<file path="src/rtl/numrec_pkg.sv">
package numrec_pkg;

  typedef enum logic [2:0] {
    ST_START = 3'b000,
    ST_SIGN  = 3'b001,
    ST_WHOLE = 3'b010,
    ST_FRAC  = 3'b011,
    ST_EXPO  = 3'b100,
    ST_DONE  = 3'b101,
    ST_FAIL  = 3'b110
  } scan_st_e;

  typedef enum logic [2:0] {
    CC_BLANK   = 3'd0,
    CC_DIGIT   = 3'd1,
    CC_SIGN    = 3'd2,
    CC_POINT   = 3'd3,
    CC_EXPMARK = 3'd4,
    CC_OTHER   = 3'd5
  } cls_e;

  // Sort one ASCII byte into the class the transition table is keyed on.
  function automatic cls_e char_class(logic [7:0] c);
    cls_e k;
    if (c == 8'h20 || c == 8'h09)        k = CC_BLANK;
    else if (c >= 8'h30 && c <= 8'h39)   k = CC_DIGIT;
    else if (c == 8'h2B || c == 8'h2D)   k = CC_SIGN;
    else if (c == 8'h2E)                 k = CC_POINT;
    else if (c == 8'h65)                 k = CC_EXPMARK;
    else                                 k = CC_OTHER;
    return k;
  endfunction

  // Transition table: current state and character class give the next state.
  function automatic scan_st_e advance(scan_st_e s, cls_e k);
    scan_st_e n;
    n = ST_FAIL;
    case (s)
      ST_START: case (k)
        CC_BLANK: n = ST_START;
        CC_DIGIT: n = ST_WHOLE;
        CC_SIGN:  n = ST_SIGN;
        CC_POINT: n = ST_FRAC;
        default:  n = ST_FAIL;
      endcase
      ST_SIGN: case (k)
        CC_DIGIT: n = ST_WHOLE;
        CC_POINT: n = ST_FRAC;
        default:  n = ST_FAIL;
      endcase
      ST_WHOLE: case (k)
        CC_DIGIT:   n = ST_WHOLE;
        CC_POINT:   n = ST_FRAC;
        CC_EXPMARK: n = ST_EXPO;
        CC_BLANK:   n = ST_DONE;
        default:    n = ST_FAIL;
      endcase
      ST_FRAC: case (k)
        CC_DIGIT:   n = ST_FRAC;
        CC_EXPMARK: n = ST_EXPO;
        CC_BLANK:   n = ST_DONE;
        default:    n = ST_FAIL;
      endcase
      ST_EXPO: case (k)
        CC_DIGIT: n = ST_EXPO;
        CC_BLANK: n = ST_DONE;
        default:  n = ST_FAIL;
      endcase
      ST_DONE: n = ST_DONE;
      default: n = ST_FAIL;
    endcase
    return n;
  endfunction

endpackage

</file>
<file path="src/rtl/numrec_classify.sv">
module numrec_classify
  import numrec_pkg::*;
#(
  parameter int CHAR_W = 8
) (
  input  logic [CHAR_W-1:0] ch,
  output cls_e              cls
);
  generate
    if (CHAR_W > 8) begin : g_wide
      // Code points above one byte are never part of a numeral.
      assign cls = (|ch[CHAR_W-1:8]) ? CC_OTHER : char_class(ch[7:0]);
    end else begin : g_byte
      assign cls = char_class(ch[7:0]);
    end
  endgenerate
endmodule

</file>
<file path="src/rtl/numrec_step.sv">
module numrec_step
  import numrec_pkg::*;
(
  input  scan_st_e cur,
  input  cls_e     cls,
  output scan_st_e nxt,
  output logic     to_fail,
  output logic     to_done
);
  always_comb begin
    nxt     = advance(cur, cls);
    to_fail = (nxt == ST_FAIL) && (cur != ST_FAIL);
    to_done = (nxt == ST_DONE) && (cur != ST_DONE);
  end
endmodule

</file>
<file path="src/rtl/numeral_recognizer.sv">
module numeral_recognizer
  import numrec_pkg::*;
#(
  parameter int CHAR_W = 8
) (
  input  logic              clk,
  input  logic              rst,
  input  logic              in_valid,
  input  logic [CHAR_W-1:0] in_char,
  output logic [2:0]        state_o,
  output logic              ok,
  output logic              err
);
  scan_st_e state_q;
  scan_st_e state_d;
  cls_e     char_cls;
  logic     step;
  logic     ev_fail;
  logic     ev_done;

  numrec_classify #(.CHAR_W(CHAR_W)) u_cls (
    .ch  (in_char),
    .cls (char_cls)
  );

  numrec_step u_step (
    .cur     (state_q),
    .cls     (char_cls),
    .nxt     (state_d),
    .to_fail (ev_fail),
    .to_done (ev_done)
  );

  assign step = in_valid;

  always_ff @(posedge clk) begin
    if (rst)       state_q <= ST_START;
    else if (step) state_q <= state_d;
  end

  assign state_o = state_q;
  assign ok      = (state_q == ST_DONE);
  assign err     = (state_q == ST_FAIL);
endmodule

</file>
<file path="config.mk">
export PLATFORM = sky130hd
export DESIGN_NAME = numeral_recognizer
export DESIGN_NICKNAME = d
export VERILOG_FILES = /design/src/rtl/numrec_pkg.sv /design/src/rtl/numrec_classify.sv /design/src/rtl/numrec_step.sv /design/src/rtl/numeral_recognizer.sv
export SDC_FILE = /design/constraint.sdc
export NUM_CORES = 1
export LEC_CHECK = 0
export CELL_PAD_IN_SITES_DETAIL_PLACEMENT = 1
export CELL_PAD_IN_SITES_GLOBAL_PLACEMENT = 1
export CORE_AREA = 5 5 42 44
export CTS_CLUSTER_DIAMETER = 100
export DETAILED_ROUTE_END_ITERATION = 12
export DIE_AREA = 0 0 47 49
export DONT_BUFFER_PORTS = 1
export GPL_TIMING_DRIVEN = 0
export PLACE_DENSITY = 0.69
export SETUP_SLACK_MARGIN = 0.15
export SLEW_MARGIN = 0
export SYNTH_ARGS = -nofsm -noshare
export SYNTH_HDL_FRONTEND = slang
export SYNTH_SLANG_ARGS = --single-unit
</file>
<file path="constraint.sdc">
create_clock -name clk -period 1.7 [get_ports clk]
set_input_delay 0.425 -clock clk [delete_from_list [all_inputs] [get_ports clk]]
set_output_delay 0.425 -clock clk [all_outputs]
set_load 0.01 [all_outputs]
</file>
==> reports/qor.csv, run 1 <==
metric,value,unit
vias_per_cell,6.07,
layout-drive-gt1-share,16.9,%
ys_ff_latch,3,
status,finished clean,
final-setup-viol-count,0,
drc,0,
fmax,662,MHz
synth_area,422,um2
mostFrequentLayoutCells,"6 x nand2_1, 6 x nor2_1, 6 x o21ai_0",
syn_nets,72,
reg2reg_slack,0.19,ns
hold_buffers,0,
grt.total_usage,13.4,%
final_nets,77,
clock_tree.root_cell,clkbuf_4,
largest_register_ffs,3,
vdd_drop_max,0.226,mV
cpPeakStageDelay,0.34,ns
fin_cells,81,
path_cells,buf_4 > nor2b_2 > and3_1 > a21oi_1 > a2bb2oi_1 > o311ai_1,
die_h,49,um
grt_pass1_vias,504,
worstPathMaxFanout,9,
ys_warn_count,0,
place_congestion,0.742,
grt_max_degree,10,
ys_types,32,
regArea,62.6,um2
synth_top_area_share,14.2,%
crit_family,compound AO/OA/AOI/OAI gates,
crit_buf_inv,1,
grt_pass1_wl,2350,um
clockBufferDepth,2,
fin_tns_setup,0,ns
seq_area_frac_synth,14.2,%
final_hold_viol_count,0,
hold_path.class,primary input to register,
num_vias,492,
path_class,register to register,
floorplan.initialDensity,30.1,%
rows,14,
syn_inst,61,
fill_cells,191,
cp.required,1.79,ns
n_antenna_cell,0,
core,1400,um2
worst_setup_path_end_kind,register,
postRouteAntennaNets,0,
post-route-min-period,1.51,ns
design.portCount,16,
cts_tree,built,
max_slew_margin,80.0,%
p_per_area,654,nW/um2
synth_area_leaders,"dfxtp_1 14%, nor4bb_1 7.1%, o21ai_0 7.1%, nor2b_1 5.9%, nand2_1 5.3%",
drt_iter0_markers,7,
p_leak,0.176,nW
routed_wl,1380,um
fin_crit_sh,88.8,%
antenna_found_initial,0,
dieArea,2300,um2
cp.arrival,1.60,ns
wl_per_cell,17.0,um
clkTransAtPathRegs,0.04,ns
start_kind,register,
fin_skew,0.000929,ns
area_growth,13.4,%
placed_cells,77,
htreeDepth,1,
finalInstanceArea,478,um2
io_buffers,0,
drv_cap,0,
dp_hpwl,1050,um
yosysTopAreaCell,dfxtp_1,
worstMarginPinSlew,0.297,ns
cts_sinks,3,
rsz0062_at_grt,no,
dr.pass1.iters,4,
utilization,34.1,%
cts_inserted_buffers,3,
postCtsSetupBuffers,0,
place_area,442,um2
die_x,47,um
cp_slowest_cell,dfxtp_1,
multiInputGateArea,349,um2
drv_slew,0,
globalRouteOverflowTotal,0,
synth_area_per_cell,6.91,um2
insertion_delay,0.23,ns
## synthesized netlist by cell type, drive strengths merged
| master | number |
|---|---|
| xor2 | 2 |
| a32oi | 1 |
| inv | 2 |
| and3 | 2 |
| buf | 2 |
| and3b | 1 |
| o311ai | 1 |
| nor3b | 1 |
| and2 | 1 |
| a21oi | 3 |
| nand3b | 1 |
| o21a | 1 |
| a2bb2oi | 1 |
| a41o | 1 |
| nand2 | 6 |
| a21boi | 1 |
| o21bai | 1 |
| o31ai | 1 |
| o21ai | 6 |
| or3 | 1 |
| nor4bb | 3 |
| a31oi | 1 |
| nor4 | 1 |
| nor2b | 4 |
| nor2 | 6 |
| dfxtp | 3 |
| nor3 | 1 |
| o211ai | 2 |
| nand4 | 2 |
| nand3 | 1 |
| and4bb | 1 |
## repair_timing
action                                  4_1_cts  5_1_grt
endpoints found under the setup margin        2        2
hold endpoints to repair                      0        0
pin swaps                                     0        0
resized for setup                             3        3
## logic make-up after synthesis
family	share of synthesized area, %
AOI/OAI and AO/OA	32.3
xor gates and xnor gates	4.16
buffers and inverters	4.16
DFF	14.2
and+or+nand+nor	45.1
## path summary, 6_finish.rpt
path,startpoint,end,cells after the start
setup / recovery,state_o[1],state_o[0],6
hold / removal,rst,state_o[0],1
setup reg to reg,state_o[1],state_o[0],6
hold reg to reg,state_o[0],state_o[0],2
## per-stage QoR
step                      worst slack (ns)  power (mW)  hold WS (ns)
after CTS                            0.164       0.312         0.316
after floorplan                      0.299       0.160         0.558
final                                0.190       0.313         0.349
after detailed placement             0.159       0.178         0.570
after global placement              0.0960       0.175         0.572
after global routing                 0.152       0.334         0.346
## per-layer routing
layer	global-route usage (%)	vias to the layer above	wire [um]
met1	16.6	239	538
met2	22.4	12	775
li1	-	241	-
met4	5.53	0	0
met3	1.48	0	65
met5	0	-	0
## final cells by class
| cell class | count | share of cell area (%) |
|---|---|---|
| Tap cell | 16 | 4.19 |
| Buffer | 2 | 2.62 |
| Inverter | 2 | 1.57 |
| Multi-Input combinational cell | 54 | 73.0 |
| Sequential cell | 3 | 13.1 |
| Clock buffer | 4 | 5.50 |
## report_power, final
| part | leakage, nW | switching (mW) | internal (mW) |
|---|---|---|---|
| sequential | 0.0256 | 0.0135 | 0.0791 |
| clock | 0.0150 | 0.0390 | 0.0881 |
| combinational | 0.136 | 0.0494 | 0.0433 |
| total | 0.176 | 0.102 | 0.211 |
## worst reg2reg max path, delay by kind of cell (launching register included)
family	cells	cell delay [ns]
AOI/OAI and AO/OA	3	0.50
and+or+nand+nor	2	0.36
DFF	1	0.34
buffers and inverters	1	0.18
Note: power is estimated with default switching activity, not from simulation.
==> inputs of run 2 (changes only) <==
--- a/config.mk
+++ b/config.mk
@@ -7,15 +7,16 @@
 export LEC_CHECK = 0
 export CELL_PAD_IN_SITES_DETAIL_PLACEMENT = 1
 export CELL_PAD_IN_SITES_GLOBAL_PLACEMENT = 1
-export CORE_AREA = 5 5 42 44
+export CORE_MARGIN = 5
+export CORE_UTILIZATION = 40
 export CTS_CLUSTER_DIAMETER = 100
 export DETAILED_ROUTE_END_ITERATION = 12
-export DIE_AREA = 0 0 47 49
 export DONT_BUFFER_PORTS = 1
 export GPL_TIMING_DRIVEN = 0
-export PLACE_DENSITY = 0.69
+export PLACE_DENSITY = 0.8
 export SETUP_SLACK_MARGIN = 0.15
 export SLEW_MARGIN = 0
 export SYNTH_ARGS = -nofsm -noshare
 export SYNTH_HDL_FRONTEND = slang
+export SYNTH_HIERARCHICAL = 1
 export SYNTH_SLANG_ARGS = --single-unit
==> reports/qor.csv, run 2 <==
metric,value,unit
worstMarginPinSlew,0.408,ns
cp.depth,7,
drc,0,
place_ws,-0.715,ns
worstHoldEndpoint,state_o[1],
fmax,484,MHz
layout-drive-gt1-share,23.4,%
floorplan.initialDensity,41.4,%
grt_pass1_wl,2050,um
routed_wl,1280,um
wl_met2,682,um
largest_register_ffs,3,
cp.arrival,2.18,ns
status,"finished, violations left",
clock_tree.root_cell,clkbuf_4,
violations,negative setup slack,
crit_buf_inv,0,
synth_area,448,um2
dp_hpwl,995,um
cts_inserted_buffers,3,
ys_warn_count,6,
p_per_area,482,nW/um2
worst_slack,-0.368,ns
crit_family,compound AO/OA/AOI/OAI gates,
final-setup-viol-count,3,
grt_pass1_vias,448,
p_leak,0.198,nW
worst_setup_path_end_kind,register,
grt_max_degree,8,
cts_sinks,3,
core,1080,um2
vdd_drop_max,0.381,mV
drv_slew,0,
clkTransAtPathRegs,0.04,ns
place_congestion,0.720,
timing.rr.start,state_o[1],
whs,0.265,ns
path_cells,or3_4 > a2111o_1 > o22a_1 > or2_4 > a221o_2 > mux2i_1 > nor2_1,
drv_cap,0,
worstPathMaxFanout,5,
wl_met3,43,um
min_from,rst,
r2r-end,state_o[0],
num_vias,445,
grt.total_usage,14.3,%
n_antenna_cell,0,
synth_area_per_cell,7.59,um2
start_kind,primary input,
cpPeakStageDelay,0.40,ns
cp_slowest_cell,a2111o_1,
drt_iter0_markers,5,
cts_tree,built,
post-route-min-period,2.07,ns
mostFrequentLayoutCells,"6 x nor2_1, 5 x nand2_1",
rows,12,
syn_nets,70,
die_h,43.5,um
max_slew_margin,72.6,%
cp.required,1.82,ns
total_power,0.257,mW
syn_inst,59,
hold_path.class,primary input to register,
final_common_cell,nor2_1,
die_x,43.5,um
insertion_delay,0.23,ns
io_buffers,0,
top_layer_used,met3,
vias_per_cell,5.71,
fin_skew,0.00762,ns
postRouteAntennaNets,0,
rsz0062_at_grt,yes,
design.portCount,16,
clockBufferDepth,2,
dieArea,1890,um2
wl_per_cell,16.4,um
wl_met1,549,um
dr.pass1.iters,4,
final_nets,76,
globalRouteOverflowTotal,0,
path_class,primary input to register,
final_hold_viol_count,0,
fin_crit_sh,122,%
fill_cells,141,
hold_buffers,0,
reg2reg_slack,0.21,ns
htreeDepth,1,
reg2reg_depth,6,
antenna_found_initial,0,
hold_depth,1,
area_growth,19.3,%
[run 2: changes by cell type in the layout (fill, tap and decap cells not counted), sizes merged, moves of 2 or more]
cell | before | now
nand4 | 2 | 0
nor2b | 4 | 1
nor4bb | 3 | 0
buf | 2 | 4
mux2i | 0 | 3
nor4 | 1 | 3
clkbuf | 4 | 6
o21ai | 6 | 1
or2b | 0 | 2
nand2b | 0 | 2
[run 2: area by class of cell]
class | count | area, um2 | area share (%)
Buffer | 5 | 41.3 | 7.73
Clock buffer | 4 | 26.3 | 4.92
Inverter | 2 | 7.51 | 1.41
Multi-Input combinational cell | 49 | 374 | 70.0
Sequential cell | 3 | 60.1 | 11.2
Tap cell | 14 | 17.5 | 3.28
Timing Repair Buffer | 1 | 7.51 | 1.41
[run 2: stage by stage]
| stage | instances | area, um2 | TNS (ns) | utilization, % |
|---|---|---|---|---|
| floorplan | 59 | 450 | -1.33 | - |
| global placement | 73 | 468 | -1.83 | 43.3 |
| detailed placement | 73 | 468 | -2.05 | 43.3 |
| CTS | 78 | 532 | -1.05 | 49.2 |
| global route | 78 | 534 | -1.29 | 49.4 |
| finish | 78 | 534 | -1.03 | 49.4 |
[run 2: layer usage]
| metal | GRT usage, % | up-vias |
|---|---|---|
| met2 | 24.5 | 9 |
| met1 | 17.6 | 203 |
| li1 | - | 233 |
| met5 | 0 | - |
| met3 | 3.73 | 0 |
| met4 | 3.61 | 0 |
[run 2: worst max path at each step]
stage               startpoint  slack [ns]    endpoint
floorplan           in_char[1]       -0.46  state_o[2]
global placement    in_char[1]       -0.64  state_o[0]
detailed placement  in_char[1]       -0.72  state_o[0]
CTS                 in_char[1]       -0.37  state_o[2]
global route        in_char[1]       -0.44  state_o[2]
finish              in_char[1]       -0.37  state_o[2]
[run 2: what timing repair did]
item	4_1_cts	5_1_grt
endpoints found under the setup margin	3	3
pin swaps	5	0
buffers inserted	1	0
gates resized for setup	5	1
[run 2: report_power, final]
group | total [mW] | internal, mW | switching (mW)
Clock | 0.125 | 0.0879 | 0.0368
Sequential | 0.0825 | 0.0745 | 0.00798
Combinational | 0.0502 | 0.0274 | 0.0227
Total | 0.257 | 0.190 | 0.0675
==> inputs of run 3 (changes only) <==
==> constraint.sdc (replaced) <==
create_clock -name clk -period 1.7 [get_ports clk]
set_input_delay 0.425 -clock clk [delete_from_list [all_inputs] [get_ports clk]]
set_output_delay 0.425 -clock clk [all_outputs]
set_load 0.1 [all_outputs]
==> reports/qor.csv, run 3 (same netlist as run 2, synthesis figures left out) <==
metric,value,unit
cp.required,1.81,ns
path_class,primary input to register,
netSwitchingFraction,35.4,%
intPower,0.192,mW
layout-drive-gt1-share,40.3,%
post-route-min-period,2.08,ns
drv_slew,0,
cts_sinks,3,
grt.total_usage,15.8,%
p_sw,0.105,mW
drc,0,
grt_max_degree,8,
total_power,0.297,mW
worstMarginPinSlew,0.624,ns
p_per_area,489,nW/um2
worst_setup_path_end_kind,register,
cts_inserted_buffers,3,
p_clk_share,42.2,%
cp.depth,7,
hold_path.class,primary input to register,
crit_family,compound AO/OA/AOI/OAI gates,
area_growth,35.5,%
placed_cells,73,
clockBufferDepth,2,
place_ws,-0.683,ns
p_leak,0.224,nW
die_h,43.5,um
max_slew_margin,58.3,%
fin_skew,0.00616,ns
core,1080,um2
largest_register_ffs,3,
num_vias,496,
dp_hpwl,954,um
vdd_drop_max,0.539,mV
final_nets,79,
io_buffers,0,
floorplan.initialDensity,41.4,%
dieArea,1890,um2
violations,negative setup slack,
fmax,481,MHz
cts_tree,built,
crit_buf_inv,0,
insertion_delay,0.23,ns
worst_slack,-0.381,ns
dr.pass1.iters,4,
htreeDepth,1,
rows,12,
cpPeakStageDelay,0.37,ns
clock_tree.root_cell,clkbuf_4,
reg2reg_depth,6,
die_x,43.5,um
hold_depth,1,
final_common_cell,nor2_1,
routed_wl,1450,um
mostFrequentLayoutCells,"5 x nor2_1, 4 x nand2_1, 4 x buf_4",
place_congestion,0.735,
path_cells,or3_4 > a2111o_1 > o22a_2 > or2_4 > a221o_2 > mux2i_1 > nor2_1,
utilization,56.1,%
fill_cells,136,
n_antenna_cell,0,
clkTransAtPathRegs,0.03,ns
rsz0062_at_grt,yes,
fin_crit_sh,122,%
worstPathMaxFanout,5,
final-setup-viol-count,5,
status,"finished, violations left",
drv_cap,0,
vias_per_cell,6.12,
fin_cells,81,
wl_per_cell,17.9,um
antenna_found_initial,0,
cp_slowest_cell,or3_4,
sequentialPowerShare,35.9,%
start_kind,primary input,
cp.arrival,2.19,ns
postRouteAntennaNets,0,
drt_iter0_markers,17,
final_hold_viol_count,0,
comb_power_share,21.9,%
design.portCount,16,
grt_pass1_vias,495,
globalRouteOverflowTotal,0,
grt_pass1_wl,2320,um
==> run 3: repair_timing <==
action,CTS,global route
hold buffers,0,0
setup buffers,0,4
gates resized for setup,10,4
pin swaps,5,10
endpoints found under the hold margin,0,0
setup endpoints to repair,5,5
==> run 3: power groups by stage <==
stage | Sequential (mW) | Clock, mW | Combinational, mW
4_1_cts | 0.107 | 0.126 | 0.0579
5_1_grt | 0.107 | 0.136 | 0.0701
3_3_place_gp | 0.108 | 0 | 0.0516
2_1_floorplan | 0.107 | 0 | 0.0465
3_5_place_dp | 0.108 | 0 | 0.0532
6_report | 0.107 | 0.125 | 0.0650
==> run 3: worst reg2reg max path, delay by kind of cell, from the launching register on <==
family                 cells  cell delay (ns)
AO/OA/AOI/OAI              3             0.45
buffers and inverters      1             0.35
AND/OR/NAND/NOR            1             0.07
flip-flops                 1             0.56
multiplexers               1             0.16
==> run 3: final timing paths <==
kind | start | to | slack, ns
setup / recovery | in_char[1] | state_o[2] | -0.38
hold / removal | rst | state_o[2] | 0.25
setup reg to reg | state_o[0] | state_o[1] | 0
hold reg to reg | state_o[0] | state_o[0] | 0.74
==> run 3: metrics by stage <==
stage	instance area (um2)	setup TNS (ns)	hold slack, ns
2_1_floorplan	470	-1.39	0.488
3_3_place_gp	488	-2.07	0.489
3_5_place_dp	488	-2.08	0.490
4_1_cts	557	-1.07	0.255
5_1_grt	607	-1.37	0.255
6_report	607	-1.10	0.253
==> run 3: layer usage <==
| layer | global-route usage (%) | up-vias | part of all wire (%) |
|---|---|---|---|
| met5 | 0 | - | 0 |
| met4 | 1.81 | 0 | 0 |
| met3 | 2.90 | 0 | 4.1 |
| met2 | 28.9 | 19 | 56 |
| met1 | 19.5 | 240 | 39 |
| li1 | - | 237 | - |
==> run 3: final cells by class <==
cell class / count / area, um2 / area share (%)
inverters: 2 / 7.51 / 1.24
clock buffers: 4 / 26.3 / 4.33
flip-flops and latches: 3 / 71.3 / 11.8
well taps: 14 / 17.5 / 2.89
repair buffers: 4 / 30.0 / 4.95
plain buffers: 5 / 41.3 / 6.80
multi-input cells: 49 / 413 / 68.0
